File: src/rtl/seg_pkg.sv
package seg_pkg;
    localparam int NUM_SEG = 4;

    typedef enum logic [1:0] {
        SEG_CODE  = 2'd0,
        SEG_DATA  = 2'd1,
        SEG_STACK = 2'd2,
        SEG_EXTRA = 2'd3
    } seg_id_e;

    typedef enum logic [1:0] {
        ACC_FETCH  = 2'd0,
        ACC_DATA   = 2'd1,
        ACC_STACK  = 2'd2,
        ACC_STRDST = 2'd3
    } acc_kind_e;
endpackage

File: src/rtl/seg_bank.sv
module seg_bank #(
    parameter int SEG_W = 16,
    parameter int NSEG  = seg_pkg::NUM_SEG,
    localparam int SEL_W = $clog2(NSEG)
) (
    input  logic             clk,
    input  logic             rst_n,
    input  logic             wr_en,
    input  logic [SEL_W-1:0] wr_sel,
    input  logic [SEG_W-1:0] wr_val,
    input  logic [SEL_W-1:0] rd_sel,
    output logic [SEG_W-1:0] rd_val
);
    logic [SEG_W-1:0] bank_d [NSEG];
    logic [SEG_W-1:0] bank_q [NSEG];

    for (genvar g = 0; g < NSEG; g++) begin : g_entry
        always_comb begin
            bank_d[g] = bank_q[g];
            if (wr_en && wr_sel == SEL_W'(g)) begin
                bank_d[g] = wr_val;
            end
        end

        always_ff @(posedge clk or negedge rst_n) begin
            if (!rst_n) begin
                bank_q[g] <= '0;
            end else begin
                bank_q[g] <= bank_d[g];
            end
        end
    end

    assign rd_val = bank_q[rd_sel];
endmodule

File: src/rtl/seg_select.sv
module seg_select
    import seg_pkg::*;
(
    input  logic [1:0] kind,
    input  logic       ovr_en,
    input  logic [1:0] ovr_sel,
    output logic [1:0] sel,
    output logic       illegal
);
    seg_id_e dflt;

    always_comb begin
        unique case (acc_kind_e'(kind))
            ACC_FETCH:  dflt = SEG_CODE;
            ACC_DATA:   dflt = SEG_DATA;
            ACC_STACK:  dflt = SEG_STACK;
            default:    dflt = SEG_EXTRA;
        endcase
    end

    always_comb begin
        sel     = dflt;
        illegal = 1'b0;
        if (ovr_en) begin
            if (seg_id_e'(ovr_sel) == SEG_EXTRA &&
                (acc_kind_e'(kind) == ACC_FETCH || acc_kind_e'(kind) == ACC_STACK)) begin
                illegal = 1'b1;
            end else begin
                sel = ovr_sel;
            end
        end
    end
endmodule

File: src/rtl/seg_adder.sv
module seg_adder #(
    parameter int SEG_W = 16,
    parameter int OFF_W = 16,
    parameter int SHIFT = 4,
    localparam int ADDR_W = SEG_W + SHIFT
) (
    input  logic [SEG_W-1:0]  base,
    input  logic [OFF_W-1:0]  off,
    output logic [ADDR_W-1:0] addr
);
    logic [ADDR_W-1:0] base_ext;
    logic [ADDR_W-1:0] off_ext;

    assign base_ext = {base, {SHIFT{1'b0}}};
    assign off_ext  = ADDR_W'(off);
    assign addr     = base_ext + off_ext;
endmodule

File: src/rtl/seg_addr_gen.sv
module seg_addr_gen #(
    parameter int SEG_W = 16,
    parameter int OFF_W = 16,
    parameter int SHIFT = 4,
    localparam int ADDR_W = SEG_W + SHIFT,
    localparam int SEL_W  = $clog2(seg_pkg::NUM_SEG)
) (
    input  logic              clk,
    input  logic              rst_n,
    input  logic              wr_en,
    input  logic [SEL_W-1:0]  wr_sel,
    input  logic [SEG_W-1:0]  wr_val,
    input  logic              req_valid,
    input  logic [1:0]        req_kind,
    input  logic              ovr_en,
    input  logic [SEL_W-1:0]  ovr_sel,
    input  logic [OFF_W-1:0]  req_off,
    output logic              out_valid,
    output logic [ADDR_W-1:0] out_addr,
    output logic              out_illegal
);
    typedef struct packed {
        logic              valid;
        logic [ADDR_W-1:0] addr;
        logic              illegal;
    } res_t;

    res_t res_d, res_q;

    logic [SEL_W-1:0]  pick;
    logic              bad;
    logic [SEG_W-1:0]  base;
    logic [ADDR_W-1:0] sum;

    seg_select u_select (
        .kind    (req_kind),
        .ovr_en  (ovr_en),
        .ovr_sel (ovr_sel),
        .sel     (pick),
        .illegal (bad)
    );

    seg_bank #(.SEG_W(SEG_W), .NSEG(seg_pkg::NUM_SEG)) u_bank (
        .clk    (clk),
        .rst_n  (rst_n),
        .wr_en  (wr_en),
        .wr_sel (wr_sel),
        .wr_val (wr_val),
        .rd_sel (pick),
        .rd_val (base)
    );

    seg_adder #(.SEG_W(SEG_W), .OFF_W(OFF_W), .SHIFT(SHIFT)) u_adder (
        .base (base),
        .off  (req_off),
        .addr (sum)
    );

    always_comb begin
        res_d       = res_q;
        res_d.valid = req_valid;
        if (req_valid) begin
            res_d.addr    = sum;
            res_d.illegal = bad;
        end
    end

    always_ff @(posedge clk or negedge rst_n) begin
        if (!rst_n) begin
            res_q <= '0;
        end else begin
            res_q <= res_d;
        end
    end

    assign out_valid   = res_q.valid;
    assign out_addr    = res_q.addr;
    assign out_illegal = res_q.illegal;
endmodule

File: config.mk
export PLATFORM = sky130hd
export DESIGN_NAME = seg_addr_gen
export DESIGN_NICKNAME = d
export VERILOG_FILES = /design/src/rtl/seg_pkg.sv /design/src/rtl/seg_bank.sv /design/src/rtl/seg_select.sv /design/src/rtl/seg_adder.sv /design/src/rtl/seg_addr_gen.sv
export SDC_FILE = /design/constraint.sdc
export NUM_CORES = 1
export LEC_CHECK = 0
export BUFFER_PORTS_ARGS = -buffer_cell sky130_fd_sc_hd__clkbuf_2
export CORE_UTILIZATION = 41
export DETAILED_ROUTE_END_ITERATION = 8
export RECOVER_POWER = 100
export SKIP_CTS_REPAIR_TIMING = 1
export SLEW_MARGIN = 5
export SYNTH_ARGS = -nofsm -noshare
export SYNTH_HDL_FRONTEND = slang
export SYNTH_SLANG_ARGS = --single-unit
File: constraint.sdc
create_clock -name clk -period 3.31 [get_ports clk]
set_input_delay 0.1655 -clock clk [delete_from_list [all_inputs] [get_ports clk]]
set_output_delay 0.1655 -clock clk [all_outputs]
set_load 0.01 [all_outputs]
==> results of run 1 <==
cells by family after synthesis:
family / count (synthesis) / share of synthesized area
muxes: 88 / 0.231
DFF: 86 / 0.500
and+or+nand+nor: 69 / 0.0823
AOI/OAI and AO/OA: 61 / 0.0966
buffers and inverters: 19 / 0.0207
adders and majority gates: 14 / 0.0425
xor gates and xnor gates: 13 / 0.0265
routing by layer:
metal / up-vias / part of all wire
met5: - / 0
met2: 46 / 0.46
met4: 0 / 0.024
met1: 1409 / 0.49
li1: 1401 / -
met3: 13 / 0.031
flip-flops by register name, summed over array words and instances (netlist names):
name,flops
out_addr,20
out_illegal,1
out_valid,1
u_bank.bank_q,64
stage by stage:
| stage | utilization | area (sq um) |
|---|---|---|
| 2_1_floorplan | - | 4300 |
| 3_3_place_gp | 0.470 | 4810 |
| 3_5_place_dp | 0.470 | 4810 |
| 4_1_cts | 0.488 | 4990 |
| 5_1_grt | 0.482 | 4930 |
| 6_report | 0.482 | 4930 |
final timing paths:
check / from / end / cells past startpoint
max: ovr_en / out_addr[19] / 16
min: req_off[1] / out_addr[1] / 2
max reg2reg: u_bank.bank_q[52] / out_addr[19] / 12
min reg2reg: u_bank.bank_q[52] / u_bank.bank_q[52] / 1
max in group asynchronous: rst_n / u_bank.bank_q[47] / 1
min in group asynchronous: rst_n / out_addr[12] / 1
cell usage in the layout (no fill, tap or decap), types with 8 or more instances in the layout:
cell type	instances
nor2_1	8
clkbuf_8	9
clkbuf_1	29
a211oi_1	14
mux2_2	79
and2_1	12
ha_1	13
a21oi_1	14
clkbuf_2	39
dfrtp_1	86
xnor2_1	8
nand2_1	33
a31oi_1	14
worst max-delay path, stage by stage:
cell	delay, ns
clkbuf_1	0.14
nor2b_4	0.22
o22ai_4	0.14
buf_4	0.18
and2_1	0.15
a211oi_1	0.21
a31oi_1	0.11
ha_1	0.33
buf_4	0.12
and4_1	0.18
a21oi_1	0.13
o31ai_1	0.24
clkbuf_1	0.18
nor4b_1	0.34
xnor2_1	0.17
a21oi_1	0.08
power groups by stage:
stage,clock network [uW],logic [uW],registers (uW)
6_report,716,870,1400
5_1_grt,782,961,1430
4_1_cts,732,919,1400
3_5_place_dp,0,914,1430
3_3_place_gp,0,896,1420
2_1_floorplan,0,590,1440
layout make-up:
| cell class | instances | area [sq um] |
|---|---|---|
| timing repair buffer | 73 | 365 |
| inverter | 3 | 11.3 |
| clock buffer | 12 | 135 |
| tap | 136 | 170 |
| clock inverter | 4 | 47.5 |
| fill | 970 | 5300 |
| sequential | 86 | 2150 |
| multi-input combinational | 245 | 2050 |
==> impl_metrics.csv, run 1 <==
group,metric,value,unit
cts,clk_path_buf_depth,2,
sta,fin_ws,0.388,ns
power_and_ir_drop,seqPwrFrac,0.469,
power_and_ir_drop,p_per_area,606,nW/um^2
yosys,syn_inst,350,
sta,min_period,2.92,ns
routing,first_pass_iters,4,
floorplanning,core-area,10200,sq um
place,dpl.cell_count,543,
floorplanning,die_y,104,um
sta,maxSlewHeadroom,-0.923,
yosys,yosysWarnings,0,
floorplanning,die_width,104,um
cts,htree_levels,3,
global_routing,track_usage,0.174,
routing,wl_per_cell,15.7,um
global_routing,top_usage_layer,"met2",
cells_and_area,stdcell_count,559,
sta,max_freq,0.342,GHz
floorplanning,rows,37,
routing,drc,0,
global_routing,grt_use_met2,0.280,
setup_path,cp-end-kind,"flip-flop",
global_routing,grt_max_degree,87,
cts,clk_latency,0.36,ns
sta,timing_hold_violations_final,0,
global_routing,grtUsageMet3,0.0307,
routing,dr.first_iter.drc_count,115,
yosys,ys_ff_latch,86,
sta,skew,0.00649,ns
floorplanning,start_util,0.420,
power_and_ir_drop,intPower,2070,uW
cells_and_area,syn_to_final_growth,14.6,%
yosys,ys.flop_type,"dfrtp_1",
sta,worst_pin_slew,2.88,ns
sta,hold_slack,0.0329,ns
yosys,yosysTopAreaCellShare,0.500,
place,dp_hpwl,6140,um
cells_and_area,finalNetCount,475,
setup_path,r2r_slack,0.51,ns
power_and_ir_drop,p_clk_frac,0.240,
setup_path,worstPathMaxFanout,11,
global_routing,grt_pass1_wl,14600,um
yosys,ys_types,40,
yosys,synth.most_common_cell,"dfrtp_1",
yosys,syn_area_per_cell,12.3,sq um
power_and_ir_drop,power.switching,915,uW
cts,cts_buffers,9,
yosys,async_flop_share,1.00,
routing,drt_wl_total,8800,um
cts,cts_tree,"yes",
yosys,synth_nets,407,
power_and_ir_drop,total_power,2990,uW
power_and_ir_drop,p_sw_frac,0.306,
power_and_ir_drop,leakage,0.00216,uW
cts,cts_sinks,86,
outcome,status,"finished with violations",
yosys,ys_seq_area_frac,0.500,
floorplanning,die-area,10900,sq um
sta,setup_viol,0,
job,cap_violations,2,
global_routing,grt_pass1_vias,2970,
hold_path,hold_path.class,"primary input to flip-flop",
sta,rsz0062_at_grt,"no",
power_and_ir_drop,ir_drop,0.000212,V
global_routing,grt_util_met1,0.224,
power_and_ir_drop,power_frac_comb,0.291,
yosys,synth.area.top_cells,"dfrtp_1, mux2_2, ha_1",
floorplanning,ios,65,
global_routing,grt_overflow,0,
yosys,synth_area,4300,sq um
setup_path,start_kind,"primary input",
routing,vias,2869,
outcome,violations,"capacitance limit, slew limit",
sta,slew_violations,104,
routing,via_per_inst,5.13,
cells_and_area,layout-drive-gt1-share,0.348,
sta,tns,0,ns
routing,ant_nets,0,
yosys,synth_edf_count,0,
cts,root_buffer,"clkbuf_8",
place,pre_cts_slack,0.120,ns
setup_path,worstPathRequired,3.50,ns
place,portBuffers,64,
cts,clk_pin_slew,0.08,ns
place,gp_congestion,0.776,
yosys,yosys.area.top_type,"dfrtp_1",
setup_path,path_class,"primary input to flip-flop",
cells_and_area,antenna_cells,0,
sta,min_period_over_period,0.883,
global_routing,antenna_found_initial,0,
setup_path,arrival,3.11,ns
yosys,synth_commonest_cells,"dfrtp_1, mux2_2, nand2_1",
Note: power is estimated with default switching activity, not from simulation.
==> run 2: changes to the inputs <==
- ABC_AREA: not set -> 1
- PLACE_DENSITY_LB_ADDON: not set -> 0.25
==> run 2 against run 1 <==
Against the previous run: the run still ends with capacitance limit, slew limit left; sequential share of layout area is 0.47 points higher; clock power is 11% lower; setup slack better by 0.14 ns; global-route usage is 1.1 points higher; sequential power is 4% lower; largest cell class unchanged; largest power group unchanged.
==> impl_metrics.csv, run 2 <==
group,metric,value,unit
power_and_ir_drop,leakage,0.00251,uW
routing,vias,3515,
cells_and_area,layout-drive-gt1-share,0.120,
setup_path,slowest_delay,0.38,ns
cts,cts_tree,"yes",
job,cap_violations,1,
floorplanning,die-area,11100,sq um
cells_and_area,largest_register_ffs,64,
cells_and_area,final_common_cell,"nand2_1",
global_routing,grtUsageMet3,0.0368,
floorplanning,start_util,0.423,
yosys,yosysWarnings,0,
sta,setup_viol,0,
global_routing,track_usage,0.185,
sta,min_period,2.78,ns
floorplanning,core-area,10300,sq um
yosys,ys_types,32,
sta,min_period_over_period,0.840,
place,portBuffers,64,
cells_and_area,finalNetCount,635,
sta,tns,0,ns
setup_path,path_class,"primary input to flip-flop",
cells_and_area,final_cell_mix,"nand2_1, o21ai_0, dfrtp_1",
routing,dr.first_iter.drc_count,181,
routing,drt_wl_total,9360,um
global_routing,grt_util_met1,0.255,
global_routing,grt_max_degree,87,
setup_path,worstPathRequired,3.55,ns
yosys,ys.flop_type,"dfrtp_1",
routing,ant_nets,0,
power_and_ir_drop,ir_drop,0.000220,V
floorplanning,die_y,105,um
cts,clk_path_buf_depth,2,
yosys,synth_edf_count,0,
global_routing,antenna_found_initial,0,
sta,rsz0062_at_grt,"no",
sta,skew,0.0126,ns
hold_path,hold_path.class,"primary input to flip-flop",
global_routing,grt_pass1_wl,16100,um
global_routing,grt_overflow,0,
power_and_ir_drop,p_per_area,553,nW/um^2
sta,timing_hold_violations_final,0,
cts,clk_latency,0.36,ns
cts,htree_levels,3,
setup_path,arrival,3.02,ns
place,gp_congestion,0.798,
cells_and_area,regMostFlops,"u_bank.bank_q",
routing,wl_per_cell,13.1,um
yosys,synth_nets,578,
sta,hold_slack,0.00515,ns
cells_and_area,syn_to_final_growth,11.8,%
cts,cts_sinks,86,
yosys,syn_inst,521,
yosys,synth.area.top_cells,"dfrtp_1, nand2_1, o21ai_0",
setup_path,critical_path.slowest_cell,"o21ai_0",
floorplanning,ios,65,
setup_path,crit_top_cell,"nand2_1",
yosys,synth_area,4360,sq um
sta,slew_violations,87,
setup_path,worstPathMaxFanout,18,
global_routing,grt_pass1_vias,3431,
place,dp_hpwl,6610,um
cts,cts_buffers,9,
cts,root_buffer,"clkbuf_8",
routing,via_per_inst,4.90,
sta,maxSlewHeadroom,-0.402,
global_routing,grt_use_met2,0.291,
setup_path,cp-end-kind,"flip-flop",
yosys,ys_seq_area_frac,0.493,
floorplanning,rows,37,
routing,first_pass_iters,4,
yosys,yosys.area.top_type,"dfrtp_1",
global_routing,top_usage_layer,"met2",
yosys,yosysTopAreaCellShare,0.493,
outcome,status,"finished with violations",
floorplanning,die_width,105,um
setup_path,crit_chain,"clkbuf_1 > nand2_1 > nand2_1 > nand2_2 > buf_4 > mux2i_1 > o21ai_0 > ha_1 > nand2_1 > nand2_1 > inv_1 > o21a_1 > nand3_1 > nand3_1 > nand2_1 > nand2_1 > nand2_1 > nand3_1 > nand2_1",
sta,max_freq,0.360,GHz
yosys,synth_commonest_cells,"nand2_1, o21ai_0, dfrtp_1",
yosys,ys_ff_latch,86,
power_and_ir_drop,total_power,2700,uW
cells_and_area,fillers,1080,
routing,drc,0,
cts,clk_pin_slew,0.08,ns
outcome,violations,"capacitance limit, slew limit",
setup_path,start_kind,"primary input",
yosys,syn_area_per_cell,8.37,sq um
yosys,async_flop_share,1.00,
sta,worst_pin_slew,2.10,ns
yosys,synth.most_common_cell,"nand2_1",
cells_and_area,antenna_cells,0,
[run 2: cell count changes after synthesis, moves of 13 or more]
cell	previous run	this run
a31oi_1	14	0
a211oi_1	14	0
inv_1	3	49
nand2_1	33	159
and2_1	13	0
o21ai_0	4	88
nand3_1	2	29
mux2_2	79	0
[run 2: logic make-up after synthesis]
| kind of cell | synth area share |
|---|---|
| compound gates | 0.149 |
| fa+ha+maj | 0.0419 |
| buf+inv | 0.0711 |
| flops | 0.493 |
| simple gates | 0.203 |
| xor+xnor | 0.0141 |
| mux | 0.0275 |
[run 2: report_power, final]
| group | switching [uW] | total, uW | internal [uW] |
|---|---|---|---|
| Sequential | 106 | 1350 | 1240 |
| Combinational | 440 | 714 | 275 |
| Clock | 354 | 638 | 283 |
| Total | 900 | 2700 | 1800 |
[run 2: worst paths after layout]
kind,end,start,depth (start not counted),slack [ns]
min reg2reg,out_addr[2],out_addr[2],2,0.48
max reg2reg,out_addr[14],u_bank.bank_q[16],15,0.78
min in group asynchronous,out_addr[8],rst_n,1,0.38
max in group asynchronous,u_bank.bank_q[38],rst_n,1,1.67
min,out_addr[2],req_off[2],3,0.005
max,out_addr[19],ovr_en,19,0.53
[run 2: routing by layer]
layer  share of wire  vias to the layer above
met2            0.45                       66
met1            0.50                     1629
met5               0                        -
li1                -                     1811
met3           0.039                        9
met4           0.011                        0
[run 2: worst max-delay path: cells and delay by family]
kind | cells | cell delay (ns)
buf+inv | 3 | 0.55
compound gates | 2 | 0.50
fa+ha+maj | 1 | 0.37
simple gates | 12 | 1.30
mux | 1 | 0.14
[run 2: final cells by class]
| cell class | instances | area [sq um] | area share |
|---|---|---|---|
| sequential | 86 | 2150 | 0.441 |
| multi-input combinational | 361 | 1880 | 0.386 |
| timing repair buffer | 69 | 325 | 0.0667 |
| inverter | 51 | 191 | 0.0393 |
| tap | 136 | 170 | 0.0349 |
| clock buffer | 12 | 145 | 0.0298 |
| clock inverter | 2 | 10.0 | 0.00205 |
[run 2: per-stage QoR]
stage	std cells	util	worst slack (ns)	cell area (sq um)
final	717	0.472	0.529	4880
after global routing	717	0.472	0.238	4880
after detailed placement	703	0.462	0.340	4770
after global placement	703	0.462	0.432	4770
after floorplan	521	-	0.726	4360
after CTS	717	0.478	0.723	4930
==> run 3: changes to the inputs <==
- clock period: 3.31 -> 2.7 ns (I/O delays scaled with it)
==> run 3 against run 2 <==
Against the previous run: the run ends with hold timing, capacitance limit, slew limit left; critical path type is now flip-flop to flip-flop; sequential share of layout area is 1.2 points lower; register-to-register slack worse by 0.48 ns; core utilization is 1.3 points higher.
==> impl_metrics.csv, run 3 (synthesis results as in run 2) <==
group,metric,value,unit
outcome,status,"finished with violations",
outcome,violations,"hold timing, capacitance limit, slew limit",
global_routing,grt_max_degree,87,
global_routing,grt_overflow,0,
cts,cts_tree,"yes",
power_and_ir_drop,power.switching,1130,uW
sta,tns,0,ns
place,pre_cts_slack,0.0490,ns
sta,hold_slack,-0.00240,ns
power_and_ir_drop,seqPwrFrac,0.479,
routing,wl_per_cell,13.2,um
power_and_ir_drop,power_frac_comb,0.268,
routing,via_per_inst,4.91,
global_routing,track_usage,0.188,
setup_path,worst-path-buf-inv,1,
power_and_ir_drop,total_power,3440,uW
setup_path,critical_path.slowest_cell,"fa_1",
cells_and_area,antenna_cells,0,
cts,clk_pin_slew,0.09,ns
cts,cts_sinks,86,
floorplanning,die-area,11100,sq um
setup_path,worstPathMaxFanout,3,
setup_path,worstPathRequired,2.99,ns
cells_and_area,regMostFlops,"u_bank.bank_q",
cts,clk_path_buf_depth,2,
cells_and_area,final_area,5010,sq um
cells_and_area,finalNetCount,643,
hold_path,hold_path.class,"primary input to flip-flop",
routing,dr.first_iter.drc_count,212,
sta,fin_ws,0.302,ns
global_routing,antenna_found_initial,0,
setup_path,slowest_delay,0.42,ns
job,cap_violations,1,
setup_path,r2r_start,"u_bank.bank_q[16]",
power_and_ir_drop,p_per_area,686,nW/um^2
hold_path,min_from,"req_off[2]",
sta,maxSlewHeadroom,-0.415,
routing,first_pass_iters,5,
power_and_ir_drop,intPower,2310,uW
power_and_ir_drop,leakage,0.00256,uW
setup_path,reg2reg_to,"out_addr[14]",
sta,worst_pin_slew,2.12,ns
setup_path,r2r_cells,15,
hold_path,whs_endpoint,"out_addr[2]",
floorplanning,start_util,0.423,
cells_and_area,layout-drive-gt1-share,0.139,
sta,max_freq,0.417,GHz
place,portBuffers,64,
place,gp_congestion,0.856,
power_and_ir_drop,ir_drop,0.000250,V
sta,timing_hold_violations_final,2,
cells_and_area,syn_to_final_growth,14.9,%
cts,root_buffer,"clkbuf_8",
cells_and_area,fillers,1030,
cells_and_area,final_common_cell,"nand2_1",
setup_path,arrival,2.69,ns
cts,htree_levels,3,
power_and_ir_drop,p_sw_frac,0.330,
hold_path,whs_path_depth,3,
cells_and_area,largest_register_ffs,64,
global_routing,grt_pass1_vias,3363,
global_routing,grt_pass1_wl,16500,um
place,dp_hpwl,6650,um
routing,vias,3557,
sta,rsz0062_at_grt,"no",
routing,ant_nets,0,
floorplanning,rows,37,
place,place_area,4860,sq um
cts,cts_buffers,9,
routing,drt_wl_total,9560,um
sta,setup_viol,0,
setup_path,cp-end-kind,"flip-flop",
cells_and_area,final_cell_mix,"nand2_1, o21ai_0, dfrtp_1",
setup_path,r2r_slack,0.30,ns
floorplanning,die_y,105,um
floorplanning,ios,65,
power_and_ir_drop,p_clk_frac,0.253,
setup_path,crit_top_cell,"nand2_1",
setup_path,path_class,"flip-flop to flip-flop",
floorplanning,core-area,10300,sq um
sta,min_period_over_period,0.888,
setup_path,crit_family,"adder cells",
cells_and_area,fin_util,0.486,
sta,slew_violations,87,
floorplanning,die_width,105,um
setup_path,start_kind,"flip-flop",
setup_path,crit_chain,"inv_1 > nand2_1 > o211ai_1 > o21ai_0 > ha_1 > fa_1 > nand3_1 > nand2_1 > a21boi_0 > o21ai_0 > nand3_1 > nand2_1 > nand2_1 > nand3_1 > nand2_1",
routing,drc,0,
sta,skew,0.00643,ns
cts,clk_latency,0.35,ns
sta,min_period,2.40,ns
[run 3: cell types whose count changed in the layout (fill, tap and decap cells not counted), sizes merged]
| cell | before | now |
|---|---|---|
| clkbuf | 76 | 75 |
| bufinv | 0 | 1 |
| buf | 5 | 11 |
| clkinv | 2 | 1 |
| dlygate4sd3 | 0 | 1 |
| clkinvlp | 0 | 2 |
[run 3: worst register-to-register path, delay by kind of cell, from the launching register on]
family / cells / cell delay, ns
AOI/OAI and AO/OA: 4 / 0.61
adders and majority gates: 2 / 0.65
buffers and inverters: 1 / 0.08
DFF: 1 / 0.39
and+or+nand+nor: 8 / 0.60
[run 3: power by group through the flow]
| stage | Sequential (uW) | Combinational [uW] | Clock [uW] |
|---|---|---|---|
| 4_1_cts | 1650 | 954 | 891 |
| 3_5_place_dp | 1670 | 951 | 0 |
| 5_1_grt | 1680 | 1060 | 938 |
| 3_3_place_gp | 1670 | 930 | 0 |
| 2_1_floorplan | 1690 | 594 | 0 |
| 6_report | 1650 | 921 | 871 |
[run 3: how the worst max path moves through the flow]
stage	cells after the start	to	startpoint	slack [ns]
after floorplan	19	out_addr[14]	ovr_sel[1]	0.15
after global placement	16	out_addr[16]	ovr_sel[1]	0.03
after detailed placement	19	out_addr[19]	ovr_en	0.05
after CTS	12	out_addr[12]	u_bank.bank_q[16]	0.32
after global routing	15	out_addr[14]	u_bank.bank_q[16]	0.03
final	15	out_addr[14]	u_bank.bank_q[16]	0.30
[run 3: final cells by class]
type,count,area (sq um),share of cell area
Timing Repair Buffer,77,427,0.0851
Clock inverter,4,50.0,0.00998
Clock buffer,10,128,0.0255
Multi-Input combinational cell,361,1900,0.378
Inverter,51,191,0.0382
Tap cell,136,170,0.0339
Sequential cell,86,2150,0.429
[run 3: per-stage QoR]
stage                     std cells  hold slack (ns)
after floorplan                 521           -0.161
after global placement          710            0.341
after detailed placement        710            0.348
after CTS                       724          -0.0207
after global routing            725          0.00144
final                           725         -0.00240
[run 3: layer usage]
metal,track usage,wire [um],part of all wire,up-vias
li1,-,-,-,1833
met1,0.279,5080,0.53,1644
met2,0.279,4020,0.42,70
met3,0.0287,344,0.036,10
met4,0.0664,109,0.011,0
met5,0,0,0,-
